==> src/rtl/iter_mul_pkg.sv <==
package iter_mul_pkg;
  typedef struct packed {
    logic load;
    logic step;
    logic commit;
  } mulCtl_t;
endpackage

==> src/rtl/iter_mul_ctrl.sv <==
module iter_mul_ctrl
  import iter_mul_pkg::*;
#(
  parameter int STEPS = 32
) (
  input  logic    clk,
  input  logic    rstN,
  input  logic    startReq,
  input  logic    abortReq,
  output logic    busy,
  output logic    done,
  output mulCtl_t ctl
);
  localparam int CNT_W = (STEPS > 1) ? $clog2(STEPS) : 1;
  localparam logic [CNT_W-1:0] LAST = CNT_W'(STEPS - 1);

  logic             running;
  logic [CNT_W-1:0] count;
  logic             lastStep;

  assign lastStep = (count == LAST);

  always_comb begin
    ctl.load   = startReq && (!running || abortReq);
    ctl.step   = running && !abortReq;
    ctl.commit = running && !abortReq && lastStep;
  end

  always_ff @(posedge clk or negedge rstN) begin
    if (!rstN) begin
      running <= 1'b0;
      count   <= '0;
      done    <= 1'b0;
    end else begin
      done <= ctl.commit;
      if (ctl.load) begin
        running <= 1'b1;
        count   <= '0;
      end else if (running) begin
        if (abortReq || lastStep) begin
          running <= 1'b0;
          count   <= '0;
        end else begin
          count <= count + 1'b1;
        end
      end
    end
  end

  assign busy = running;

  // completion is never longer than one cycle
  assert_done_pulse_R3: assert property (@(posedge clk) disable iff (!rstN)
    done |=> !done);

  // abandon empties the unit at once and suppresses completion
  assert_abort_drop_R6: assert property (@(posedge clk) disable iff (!rstN)
    (running && abortReq && !startReq) |=> (!running && !done));

  // a plain start while running does not disturb the iteration
  assert_start_ignored_R7: assert property (@(posedge clk) disable iff (!rstN)
    (running && startReq && !abortReq && !lastStep) |=> (running && count == $past(count) + 1'b1));

  // start with abandon restarts from the first bit
  assert_restart_R8: assert property (@(posedge clk) disable iff (!rstN)
    (running && startReq && abortReq) |=> (running && count == '0 && !done));

  // abandon while idle changes nothing
  assert_idle_abort_R9: assert property (@(posedge clk) disable iff (!rstN)
    (!running && abortReq && !startReq) |=> (!running && !done));

  // an idle start engages the unit on the next cycle
  assert_start_R2: assert property (@(posedge clk) disable iff (!rstN)
    (!running && startReq) |=> (running && count == '0));
endmodule

==> src/rtl/iter_mul_dp.sv <==
module iter_mul_dp
  import iter_mul_pkg::*;
#(
  parameter int WIDTH = 32
) (
  input  logic             clk,
  input  logic             rstN,
  input  mulCtl_t          ctl,
  input  logic [WIDTH-1:0] opA,
  input  logic [WIDTH-1:0] opB,
  output logic [WIDTH-1:0] result
);
  logic [WIDTH-1:0] mcand;
  logic [WIDTH-1:0] mplr;
  logic [WIDTH-1:0] acc;
  logic [WIDTH-1:0] addend;
  logic [WIDTH-1:0] sum;

  assign addend = mplr[0] ? mcand : '0;
  assign sum    = acc + addend;

  always_ff @(posedge clk or negedge rstN) begin
    if (!rstN) begin
      mcand <= '0;
      mplr  <= '0;
      acc   <= '0;
    end else if (ctl.load) begin
      mcand <= opA;
      mplr  <= opB;
      acc   <= '0;
    end else if (ctl.step) begin
      mcand <= mcand << 1;
      mplr  <= mplr >> 1;
      acc   <= sum;
    end
  end

  always_ff @(posedge clk or negedge rstN) begin
    if (!rstN) result <= '0;
    else if (ctl.commit) result <= sum;
  end

  // the product register moves only on a commit strobe
  assert_hold_R5: assert property (@(posedge clk) disable iff (!rstN)
    !ctl.commit |=> $stable(result));

  // a load always clears the accumulator for a fresh pass
  assert_load_clear_R8: assert property (@(posedge clk) disable iff (!rstN)
    ctl.load |=> (acc == '0));
endmodule

==> src/rtl/iter_mul32.sv <==
module iter_mul32
  import iter_mul_pkg::*;
#(
  parameter int WIDTH = 32
) (
  input  logic             clk,
  input  logic             rstN,
  input  logic             startReq,
  input  logic             abortReq,
  input  logic [WIDTH-1:0] opA,
  input  logic [WIDTH-1:0] opB,
  output logic             busy,
  output logic             done,
  output logic [WIDTH-1:0] product
);
  mulCtl_t ctl;

  iter_mul_ctrl #(.STEPS(WIDTH)) u_ctrl (
    .clk(clk), .rstN(rstN), .startReq(startReq), .abortReq(abortReq),
    .busy(busy), .done(done), .ctl(ctl)
  );

  iter_mul_dp #(.WIDTH(WIDTH)) u_dp (
    .clk(clk), .rstN(rstN), .ctl(ctl), .opA(opA), .opB(opB), .result(product)
  );
endmodule

==> config.mk <==
export PLATFORM = sky130hd
export DESIGN_NAME = iter_mul32
export DESIGN_NICKNAME = d
export VERILOG_FILES = /design/src/rtl/iter_mul_pkg.sv /design/src/rtl/iter_mul_ctrl.sv /design/src/rtl/iter_mul_dp.sv /design/src/rtl/iter_mul32.sv
export SDC_FILE = /design/constraint.sdc
export NUM_CORES = 1
export LEC_CHECK = 0
export BUFFER_PORTS_ARGS = -buffer_cell sky130_fd_sc_hd__buf_2
export CORE_ASPECT_RATIO = 1.25
export CORE_MARGIN = 4
export CORE_UTILIZATION = 58
export DETAILED_ROUTE_END_ITERATION = 7
export PLACE_DENSITY_LB_ADDON = 0.05
export SYNTH_ARGS = -nofsm -noshare
export SYNTH_HDL_FRONTEND = slang
export SYNTH_SLANG_ARGS = --single-unit
==> constraint.sdc <==
create_clock -name clk -period 3.7 [get_ports clk]
set_input_delay 0.37 -clock clk [delete_from_list [all_inputs] [get_ports clk]]
set_output_delay 0.37 -clock clk [all_outputs]
set_load 0.05 [all_outputs]
# Word-level counts from Yosys, hierarchy flattened
# Cells that the tools add are included.
# Widths: inputs -> output; s select.
[totals]
register_bits = 135
input_bits = 68
out_inout_bits = 34
word_cells = 32
[classes]
addsub = 2
n_eq_ne = 1
n_mux = 13
n_reduce_logical = 9
[op_table]
columns = ["operator", "count"]
rows = [
  ["$mux 32", 7],
  ["$add 32x32->32", 1],
  ["$mux 5", 3],
  ["$add 5x1->5 const B", 1],
  ["$eq 5x5->1 const B", 1],
  ["$reduce_bool 2->1", 2],
  ["$logic_and 1x1->1", 3],
  ["$mux 1", 3],
  ["$logic_not 1->1", 2],
  ["$logic_or 1x1->1", 2],
]

# Depth between registers and ports, before layout
# Gate-level depths: netlist (run 1).
[logic_depth]
ltp_word = 5
mapped_depth = 11
ltp_nobuf = 10

# Cells and area by module
# Synthesis (run 1) repeated with hierarchy kept, for this count alone.
[unflattened]
hier_cells = 771
hier_area_um2 = 7693.6
[modules_own_cells]
columns = ["mod", "instances", "cells_each", "area_each_um2", "seq_area_each_um2"]
rows = [
  ["iter_mul_dp", 1, 738, 7319.5, 3203.1],
  ["iter_mul_ctrl", 1, 33, 374.1, 175.2],
]

# Least setup slack after synthesis (run 1)
# Ideal clock, no wire load.
[synth_path]
path_kind = "register -> register"
from = "register u_dp.mplr[0]"
to = "register u_dp.acc[20]"
setup_time_ns = 0.130
t_arrival_ns = 2.521
t_required_ns = 3.570
setup_slack_ns = 1.050
stages_incl_launch_ff = 11
n_path_buf = 1
period_less_slack_ns = 2.650
path_cell_list = "dfrtp_1 clkbuf_1 and2_1 fa_1 a21o_1 a221oi_2 o211a_4 o31ai_4 a221oi_2 xor2_1 o21ai_1"
[synth_between]
elab_chain_len = 4
[synth_rtl]
columns = ["item", "line", "text"]
rows = [
  ["start, declared", "iter_mul_dp.sv:14", "logic [WIDTH-1:0] mplr;"],
  ["start signal, assigned", "iter_mul_dp.sv:29", "mplr <= opB;"],
  ["start signal, assigned", "iter_mul_dp.sv:33", "mplr <= mplr >> 1;"],
  ["$mux 32", "iter_mul_dp.sv:19", "assign addend = mplr[0] ? mcand : '0;"],
  ["$add 32x32->32", "iter_mul_dp.sv:20", "assign sum = acc + addend;"],
  ["$mux 32", "iter_mul_dp.sv:31", "end else if (ctl.step) begin"],
  ["$mux 32", "iter_mul_dp.sv:27", "end else if (ctl.load) begin"],
  ["end signal, assigned", "iter_mul_dp.sv:34", "acc <= sum;"],
  ["end, declared", "iter_mul_dp.sv:15", "logic [WIDTH-1:0] acc;"],
]
# Every way passes these cells. The select of a mux whose other input is x is not followed.
# A chain may end at the register's enable or synchronous reset.

# Worst setup path after layout (run 1)
# Ends and elaborated chain as after synthesis.

==> metrics.txt, run 1 <==
outcome finished, violations left; violated checks negative hold slack; critical path type reg -> reg; reg2reg start u_dp.mplr[0]$_DFFE_PN0P_; clock-pin slew on the worst setup and hold paths 60 ps; Yosys top cell area share 44.3%; P_int 3.23 mW; Unique masters post-synth 58; Buffers on Ports 101; syn avg cell area 9.37 um^2; post-detail-place hpwl 12.2 mm; synthesized instance count 814; setup bufs post-CTS 0; Switch Pwr 1.33 mW; clock latency on the worst-skew pair 430 ps; top cells by area, synth dfrtp_1 (44%), mux2i_1 (8.4%), o21ai_0 (7.9%); most instantiated library cell after synthesis dfrtp_1; Setup crit start kind register; Placed Instances 1038; Starting Density 59.7%; GRT overflow 0; clock tree buffer depth 2; post-synthesis xor/xnor area fraction 3.33%; number of I/O pins 102; die height 136 um; initial antenna violation count 0; first-pass GRT wire length 29.9 mm; H-tree levels 4; share of cells above drive strength 1 17.6%; row count 46; CTS sink count 135; Commonest cells post-synth dfrtp_1 (135), nand2_1 (125), o21ai_0 (121); Die W 111 um; sequential share of power 39.7%; Tcrit/Tclk final 91.9%; pin count of the biggest net entering global routing 138; post-cts resize count 0; ys async rst share 100%; mux share of post-synthesis cell area 8.40%; Max-Cap Viols 0; switch share 29.1%; Rel. slew slack 26.3%; CTS tree built; worst vdd ir 0.353 mV; final non-filler cell total 1069; Gate power share 20.6%; synthesized flop and latch total 135; fraction of the mapped netlist area in simple logic gates 16.8%; Hold Vio Cnt, Final 19; Synthesized Nets 916; main combinational cell family by area after synthesis compound AO/OA/AOI/OAI gates; Hold Slack -11.4 ps; Setup Viol. Count Final 0; Via-to-Cell Ratio 5.76; reg2reg end u_dp.acc[20]$_DFFE_PN0P_; ys flop type dfrtp_1; placed instance area 8210 um^2; final net count 991; leak pwr 4.21 nW; Detailed Route WL 17.6 mm; f_max 294 MHz; clk_skew 10.0 ps; CTS Buf Count 17; compound-cell area share of the yosys netlist 18.5%; antenna-violating nets left 0; Slew Viols, Final 0; RSZ-0062 raised after global routing false; synthesized cell area 7620 um^2; Global Route Usage Sum 24.5%; EDFF count, synth 0; Root Driver clkbuf_16; vias in the first global route 6264; number of cells on the worst reg-to-reg path 10; Yosys Warn Count 0; adder-cell share of the synthesized area 5.68%; P&R area growth vs syn 16.0%; final-layout fill cell count 1074; Seq/Total Area, Yosys 44.3%; largest area contributor in the netlist dfrtp_1; Setup TNS Final 0 ps; DR iter-0 viols 262; worst-path fanout max 30; Worst EP required 3970 ps; Pwr Total 4.56 mW; Clock Power Share 39.7%; global placement routability congestion 0.909; drt pass-1 iters 5; pwr/cell area 516 nW/um^2; CP endpoint kind register; crit path DAT 3670 ps; worst slew pin tran 1110 ps; diodes inserted 0; DR vias 6158; hold_buf cts 0; fin area 8840 um^2; die footprint 15100 um^2; core area 12800 um^2; critical path launch point u_dp.mplr[0]$_DFFE_PN0P_; WL per Instance 16.5 um; Hold Path Class in -> async; DRC viols 0; r2r setup slk 300 ps; Tmin final 3400 ps
[critical path, stage by stage (launching register included)]
cell and delay, ps:
dfrtp_1 730, and2_1 310, ha_1 210, fa_1 410
a21o_1 220, a221oi_2 380, o211a_4 270, o31ai_4 100
a221oi_2 300, xor2_1 210, o21ai_1 70
[worst max-delay path by stage]
stage | endpoint | cells after the start
3_5_place_dp | u_dp.acc[20]$_DFFE_PN0P_ | 10
5_1_grt | u_dp.acc[22]$_DFFE_PN0P_ | 10
3_3_place_gp | u_dp.acc[20]$_DFFE_PN0P_ | 10
6_report | u_dp.acc[20]$_DFFE_PN0P_ | 10
4_1_cts | u_dp.acc[20]$_DFFE_PN0P_ | 10
2_1_floorplan | u_dp.acc[20]$_DFFE_PN0P_ | 10
[sequential cells by signal, indices dropped and copies added (netlist names)]
name,count
u_dp.acc,32
u_dp.mcand,32
u_dp.mplr,32
u_dp.result,32
u_ctrl.count,5
u_ctrl.busy,1
u_ctrl.done,1
[routing by layer]
layer / wire length (um) / vias to the layer above / global-route usage [%]
met4: 414 / 0 / 10.1
li1: - / 3055 / -
met5: 0 / - / 0
met1: 7560 / 2943 / 29.9
met3: 866 / 33 / 6.23
met2: 8760 / 127 / 41.6
[cell families (layout without fill, tap and decap cells)]
family,after synthesis,in the layout
XOR/XNOR,29,29
multiplexers,64,64
buffers and inverters,59,146
AO/OA/AOI/OAI,219,219
adder cells (fa/ha/maj),34,34
flip-flops,135,135
AND/OR/NAND/NOR,274,274
[cell type report]
cell class	count	area, um^2	share of cell area, %
sequential	135	3380	38.2
inverter	8	30.0	0.340
multi-input combinational	620	4030	45.6
clock buffer	24	492	5.56
tap	168	210	2.38
clock inverter	7	141	1.60
timing repair buffer	107	559	6.33
[placed cells by master, fill, tap and decap left out, types with 11 or more instances in the layout]
| cell | Yosys | layout |
|---|---|---|
| nand4_1 | 14 | 14 |
| mux2i_1 | 64 | 64 |
| xor2_1 | 15 | 15 |
| xnor2_1 | 14 | 14 |
| a21o_1 | 11 | 11 |
| o21ai_0 | 121 | 121 |
| nor2_1 | 30 | 30 |
| dfrtp_1 | 135 | 135 |
| nand2_1 | 125 | 124 |
| buf_2 | 2 | 99 |
| ha_1 | 33 | 33 |
| and2_1 | 33 | 33 |
| nand3_1 | 42 | 42 |
| a21oi_1 | 26 | 26 |
| clkbuf_16 | 0 | 17 |
[metrics by stage]
| step | setup slack, ps | utilization [%] | hold slack [ps] |
|---|---|---|---|
| finish | 298 | 69.2 | -11.4 |
| global route | 33.9 | 69.2 | 43.9 |
| CTS | 295 | 69.2 | 4.52 |
| detailed placement | 318 | 64.2 | 466 |
| global placement | 407 | 64.2 | 453 |
| floorplan | 1050 | - | 74.4 |
[power by group through the flow]
stage	Sequential, mW	Clock, mW	Combinational (mW)
after floorplan	1.78	0	0.726
after global placement	1.82	0	0.908
after detailed placement	1.83	0	0.940
after CTS	1.81	1.84	0.946
after global routing	1.83	1.91	1.07
final	1.81	1.81	0.942
Power figures use the tool's default switching activity.
==> run 2, diff against run 1 <==
--- a/config.mk
+++ b/config.mk
@@ -5,12 +5,15 @@
 export SDC_FILE = /design/constraint.sdc
 export NUM_CORES = 1
 export LEC_CHECK = 0
+export ABC_AREA = 1
 export BUFFER_PORTS_ARGS = -buffer_cell sky130_fd_sc_hd__buf_2
 export CORE_ASPECT_RATIO = 1.25
 export CORE_MARGIN = 4
-export CORE_UTILIZATION = 58
+export CORE_UTILIZATION = 59
 export DETAILED_ROUTE_END_ITERATION = 7
 export PLACE_DENSITY_LB_ADDON = 0.05
+export SKIP_LAST_GASP = 1
+export SLEW_MARGIN = 20
 export SYNTH_ARGS = -nofsm -noshare
 export SYNTH_HDL_FRONTEND = slang
 export SYNTH_SLANG_ARGS = --single-unit
==> metrics.txt, run 2 <==
outcome finished, final reports clean (was finished, violations left); Global Route Usage Sum 26.5% (was 24.5%); Tmin final 2560 ps (was 3400 ps); setup bufs post-CTS 0 (unchanged); DR vias 7222 (was 6158); pin count of the biggest net entering global routing 108 (was 138); Root Driver clkbuf_16 (unchanged); pwr/cell area 472 nW/um^2 (was 516 nW/um^2); share of cells above drive strength 1 12.0% (was 17.6%); ys flop type dfrtp_1 (unchanged); critical path type reg -> reg (unchanged); Tcrit/Tclk final 69.2% (was 91.9%); final non-filler cell total 1407 (was 1069); Via-to-Cell Ratio 5.13 (was 5.76); H-tree levels 4 (unchanged); diodes inserted 0 (unchanged); CTS tree built (unchanged); P&R area growth vs syn 15.2% (was 16.0%); row count 47 (was 46); leak pwr 5.42 nW (was 4.21 nW); Yosys Warn Count 0 (unchanged); CP endpoint kind register (unchanged); Starting Density 60.3% (was 59.7%); ys async rst share 100% (unchanged); antenna-violating nets left 0 (unchanged); worst vdd ir 0.354 mV (was 0.353 mV); Buffers on Ports 101 (unchanged); vias in the first global route 7134 (was 6264); DRC viols 0 (unchanged); number of I/O pins 102 (unchanged); synthesized flop and latch total 135 (unchanged); most instantiated library cell after synthesis nand2_1 (was dfrtp_1); GRT overflow 0 (unchanged); top cells by area, synth dfrtp_1 (42%), nand2_1 (23%), inv_1 (8.5%) (was dfrtp_1 (44%), mux2i_1 (8.4%), o21ai_0 (7.9%)); Commonest cells post-synth nand2_1 (484), inv_1 (181), dfrtp_1 (135) (was dfrtp_1 (135), nand2_1 (125), o21ai_0 (121)); clock latency on the worst-skew pair 430 ps (about the same); global placement routability congestion 0.964 (was 0.909); clock tree buffer depth 2 (unchanged); worst-path fanout max 16 (was 30); RSZ-0062 raised after global routing false (unchanged); CTS sink count 135 (unchanged); Rel. slew slack 33.1% (was 26.3%); first-pass GRT wire length 33.5 mm (was 29.9 mm); Hold Vio Cnt, Final 0 (was 19); synthesized instance count 1133 (was 814); Max-Cap Viols 0 (unchanged); drt pass-1 iters 5 (unchanged); Seq/Total Area, Yosys 42.1% (was 44.3%); DR iter-0 viols 474 (was 262); Setup crit start kind register (unchanged); Slew Viols, Final 0 (unchanged); Detailed Route WL 19.6 mm (was 17.6 mm); commonest non-fill, non-tap cell in the layout nand2_1 (was dfrtp_1); synthesized cell area 8020 um^2 (was 7620 um^2); routing usage on met3 5.03% (was 6.23%); post-detail-place hpwl 14.4 mm (was 12.2 mm); EDFF count, synth 0 (unchanged); Yosys top cell area share 42.1% (was 44.3%); die height 138 um (was 136 um); Hold Path Class in -> async (unchanged); M2 GR Usage 40.9% (was 41.6%); largest area contributor in the netlist dfrtp_1 (unchanged); hold_buf cts 0 (unchanged); commonest non-fill, non-tap cells in the layout nand2_1 (484), inv_1 (181), dfrtp_1 (135), buf_2 (100), nand3_1 (78) (was dfrtp_1 (135), nand2_1 (124), o21ai_0 (121), buf_2 (99), mux2i_1 (64)); Die W 112 um (was 111 um); Setup TNS Final 0 ps (unchanged); post-cts resize count 0 (unchanged); initial antenna violation count 0 (unchanged); Unique masters post-synth 31 (was 58); f_max 391 MHz (was 294 MHz); Setup Viol. Count Final 0 (unchanged); worst slew pin tran 1000 ps (was 1110 ps); CTS Buf Count 17 (unchanged); WL per Instance 13.9 um (was 16.5 um); core area 13300 um^2 (was 12800 um^2); clock-pin slew on the worst setup and hold paths 60 ps (about the same); met1 usage 36.3% (was 29.9%); crit path DAT 2880 ps (was 3670 ps); Hold Slack 45.3 ps (was -11.4 ps); GRT Max-Usage Layer met2 (unchanged); Placed Instances 1377 (was 1038); Worst EP required 4020 ps (was 3970 ps); syn avg cell area 7.08 um^2 (was 9.37 um^2); die footprint 15500 um^2 (was 15100 um^2); final-layout fill cell count 1194 (was 1074); Synthesized Nets 1235 (was 916); final net count 1327 (was 991); clk_skew 13.1 ps (was 10.0 ps)
run 2: cell types whose count changed after synthesis, moves of 10 or more:
cell / delta
nand2_1: +359
inv_1: +174
o21ai_0: -101
mux2i_1: -64
nand3_1: +36
and2_1: -32
clkbuf_1: -27
o211ai_1: +26
o221ai_1: +22
buf_2: +12
nand4_1: -11
nor2_1: +11
a21o_1: -10
run 2: metal layers:
layer / wire length (um) / up-vias
met2: 8750 / 178
met1: 9200 / 3275
met3: 940 / 54
li1: - / 3715
met5: 0 / -
met4: 710 / 0
run 2: worst max-delay path, stage by stage, from the launching register on:
cell and delay [ps]:
dfrtp_1 560, nand2_1 130, inv_1 50, ha_1 230, fa_1 470, nand3_1 120, nand3_1 180, nand2_1 110
nand2_1 140, nand3_1 150, nand4_1 130, nand3_1 120, nand2_1 50
run 2: logic make-up (layout without fill, tap and decap cells):
family / after synthesis / after routing / synth area share [%]
buffers and inverters: 221 / 324 / 10.9
DFF: 135 / 135 / 42.1
xor gates and xnor gates: 17 / 17 / 1.86
and+or+nand+nor: 619 / 619 / 30.9
adders and majority gates: 34 / 34 / 5.40
AOI/OAI and AO/OA: 107 / 107 / 8.82
run 2: final timing paths:
path,from,endpoint,slack [ps],depth (start not counted)
max in group asynchronous,rstN,u_ctrl.count[4]$_DFFE_PN0P_,2860,2
min in group clk,opB[24],u_dp.mplr[24]$_DFFE_PN0P_,140,3
setup / recovery,u_dp.mplr[0]$_DFFE_PN0P_,u_dp.result[24]$_DFFE_PN0P_,1140,12
hold / removal,rstN,u_dp.result[8]$_DFFE_PN0P_,50,1
setup reg to reg,u_dp.mplr[0]$_DFFE_PN0P_,u_dp.result[24]$_DFFE_PN0P_,1140,12
hold reg to reg,u_dp.result[17]$_DFFE_PN0P_,u_dp.result[17]$_DFFE_PN0P_,470,2
run 2: metrics by stage:
| step | total power, mW | setup WS (ps) | cell area, um^2 | utilization (%) |
|---|---|---|---|---|
| after global routing | 4.60 | 926 | 9230 | 69.5 |
| after CTS | 4.38 | 1180 | 9230 | 69.5 |
| final | 4.36 | 1140 | 9230 | 69.5 |
| after floorplan | 2.38 | 1620 | 8020 | - |
| after global placement | 2.62 | 1230 | 8630 | 64.9 |
| after detailed placement | 2.64 | 1220 | 8630 | 64.9 |
run 2: cell type report:
cell class              count  area [um^2]  share of cell area (%)
multi-input cells         777         3770                    40.9
repair buffers            108          564                    6.11
flip-flops and latches    135         3380                    36.6
inverters                 186          701                    7.59
clock buffers              19          453                    4.91
well taps                 171          214                    2.32
clock inverters            11          150                    1.63
run 2: power by group:
part	total [mW]	internal [mW]	leakage (nW)	switching [mW]
Clock	1.74	1.09	0.291	0.653
Combinational	0.848	0.297	3.39	0.551
Sequential	1.77	1.65	1.74	0.121
==> run 3, diff against run 2 <==
--- a/config.mk
+++ b/config.mk
@@ -5,11 +5,11 @@
 export SDC_FILE = /design/constraint.sdc
 export NUM_CORES = 1
 export LEC_CHECK = 0
-export ABC_AREA = 1
+export ABC_AREA = 0
 export BUFFER_PORTS_ARGS = -buffer_cell sky130_fd_sc_hd__buf_2
 export CORE_ASPECT_RATIO = 1.25
 export CORE_MARGIN = 4
-export CORE_UTILIZATION = 59
+export CORE_UTILIZATION = 53
 export DETAILED_ROUTE_END_ITERATION = 7
 export PLACE_DENSITY_LB_ADDON = 0.05
 export SKIP_LAST_GASP = 1
==> constraint.sdc (replaced) <==
create_clock -name clk -period 2.2 [get_ports clk]
set_input_delay 0.22 -clock clk [delete_from_list [all_inputs] [get_ports clk]]
set_output_delay 0.22 -clock clk [all_outputs]
set_load 0.05 [all_outputs]
==> metrics.txt, run 3 (synthesis results as in run 1) <==
CTS tree built (unchanged); setup ws final -632 ps (was 1140 ps); Hold Path Class in -> reg (was in -> async); final net count 1142 (was 1327); P&R area growth vs syn 39.3% (was 15.2%); Hold Path Depth 3; violated checks negative setup slack; Global Route Usage Sum 27.3% (was 26.5%); clock tree buffer depth 2 (unchanged); final-layout fill cell count 992 (was 1194); slowest CP cell dfrtp_2 (was dfrtp_1); outcome finished, violations left (was finished, final reports clean); Worst Path Buf+Inv 0 (was 1); WL per Instance 18.2 um (was 13.9 um); DR iter-0 viols 398 (was 474); worst-path cell chain and2_4 > ha_4 > fa_2 > a21o_1 > a221oi_4 > o211a_4 > o31ai_4 > a221oi_2 > xor2_1 > o21ai_1 (was nand2_1 > inv_1 > ha_1 > fa_1 > nand3_1 > nand3_1 > nand2_1 > nand2_1 > nand3_1 > nand4_1 > nand3_1 > nand2_1); Tmin final 2830 ps (was 2560 ps); commonest non-fill, non-tap cell in the layout buf_4 (was nand2_1); Worst EP required 2500 ps (was 4020 ps); max incr delay on CP 470 ps (was 560 ps); Hold Crit Endpoint u_dp.mcand[0]$_DFFE_PN0P_; worst-path fanout max 6 (was 16); Pwr Total 8.83 mW (was 4.36 mW); Via-to-Cell Ratio 5.68 (was 5.13); CTS sink count 135 (unchanged); GRT overflow 0 (unchanged); clock latency on the worst-skew pair 430 ps (about the same); vias in the first global route 7394 (was 7134); RSZ-0062 raised after global routing true (was false); Slew Viols, Final 0 (unchanged); number of cells on the worst reg-to-reg path 10 (was 12); clock-pin slew on the worst setup and hold paths 60 ps (about the same); post-detail-place hpwl 14.7 mm (was 14.4 mm); Detailed Route WL 22.4 mm (was 19.6 mm); critical path launch point u_dp.mplr[0]$_DFFE_PN0P_ (unchanged); CP endpoint kind register (unchanged); reg2reg end u_dp.result[20]$_DFFE_PN0P_ (was u_dp.result[24]$_DFFE_PN0P_); Setup TNS Final -21970 ps (was 0 ps); Starting Density 54.7% (was 60.3%); pin count of the biggest net entering global routing 138 (was 108); Hold Path Origin opA[0]; CTS Buf Count 17 (unchanged); Die W 115 um (was 112 um); row count 48 (was 47); initial antenna violation count 0 (unchanged); Tcrit/Tclk final 129% (was 69.2%); H-tree levels 4 (unchanged); Root Driver clkbuf_16 (unchanged); pwr/cell area 831 nW/um^2 (was 472 nW/um^2); global placement routability congestion 0.881 (was 0.964); f_max 353 MHz (was 391 MHz); core area 13900 um^2 (was 13300 um^2); clk_skew 12.3 ps (was 13.1 ps); Rel. slew slack 62.5% (was 33.1%); diodes inserted 0 (unchanged); first-pass GRT wire length 35.8 mm (was 33.5 mm); drt pass-1 iters 5 (unchanged); leak pwr 5.05 nW (was 5.42 nW); critical path type reg -> reg (unchanged); Setup crit start kind register (unchanged); die height 142 um (was 138 um); commonest non-fill, non-tap cells in the layout buf_4 (146), dfrtp_1 (134), nand2_1 (120), buf_2 (100), o21ai_0 (96) (was nand2_1 (484), inv_1 (181), dfrtp_1 (135), buf_2 (100), nand3_1 (78)); kind of cell adding the most delay to the critical path compound AO/OA/AOI/OAI gates (was simple AND/OR/NAND/NOR gates); r2r setup slk -630 ps (was 1140 ps); DR vias 6975 (was 7222); die footprint 16400 um^2 (was 15500 um^2); Max-Cap Viols 0 (unchanged); crit path DAT 3130 ps (was 2880 ps); Hold Vio Cnt, Final 0 (unchanged); share of cells above drive strength 1 36.4% (was 12.0%); reg2reg start u_dp.mplr[0]$_DFFE_PN0P_ (unchanged); Setup Viol. Count Final 52 (was 0); antenna-violating nets left 0 (unchanged); DRC viols 0 (unchanged); Buffers on Ports 101 (unchanged); worst vdd ir 0.916 mV (was 0.354 mV); worst slew pin tran 562 ps (was 1000 ps); number of I/O pins 102 (unchanged)
-- run 3: what timing repair did --
action                                  in CTS  in global routing
cloned                                       0                  1
gates resized for setup                     36                 53
endpoints found under the hold margin       54                  0
pin swaps                                   22                 27
hold buffers                                 1                  0
setup buffers                                8                 13
endpoints found under the setup margin      50                 52
-- run 3: worst max-delay path by stage --
| stage | endpoint | cells after the start |
|---|---|---|
| global route | u_dp.result[26]$_DFFE_PN0P_ | 11 |
| global placement | u_dp.result[20]$_DFFE_PN0P_ | 10 |
| finish | u_dp.result[20]$_DFFE_PN0P_ | 10 |
| CTS | u_dp.result[20]$_DFFE_PN0P_ | 10 |
| floorplan | u_dp.acc[20]$_DFFE_PN0P_ | 10 |
| detailed placement | u_dp.acc[20]$_DFFE_PN0P_ | 10 |
-- run 3: per-layer routing --
metal  vias to the layer above  part of all wire (%)  global-route usage (%)
li1                       3354                     -                       -
met3                        53                   4.5                    4.55
met2                       209                    51                    47.2
met1                      3359                    41                    33.5
met4                         0                   3.6                    12.1
met5                         -                     0                       0
-- run 3: final cells by class --
class / count / area (um^2) / share of cell area (%)
clock buffer: 18 / 439 / 4.14
clock inverter: 14 / 196 / 1.85
inverter: 8 / 30.0 / 0.283
multi-input combinational: 620 / 4580 / 43.1
sequential: 135 / 3380 / 31.8
tap: 175 / 219 / 2.06
timing repair buffer: 258 / 1780 / 16.8
-- run 3: where the power goes --
group	total [mW]	switching (mW)	internal, mW
logic	2.70	1.39	1.31
clock network	3.09	1.15	1.93
registers	3.04	0.243	2.80
total	8.83	2.79	6.04
-- run 3: worst register-to-register path, cell delays in order (launching register included) --
cell and delay, ps:
dfrtp_2 470, and2_4 170, ha_4 160, fa_2 340, a21o_1 210, a221oi_4 330
o211a_4 240, o31ai_4 100, a221oi_2 280, xor2_1 270, o21ai_1 120
-- run 3: metrics by stage --
stage	utilization [%]	hold slack, ps	area, um^2	cells	setup slack (ps)
2_1_floorplan	-	-75.6	7800	814	-302
3_3_place_gp	67.6	221	9420	1174	-559
3_5_place_dp	67.6	227	9420	1174	-590
4_1_cts	73.9	32.2	10300	1215	-528
5_1_grt	76.2	37.2	10600	1228	-717
6_report	76.2	41.0	10600	1228	-632
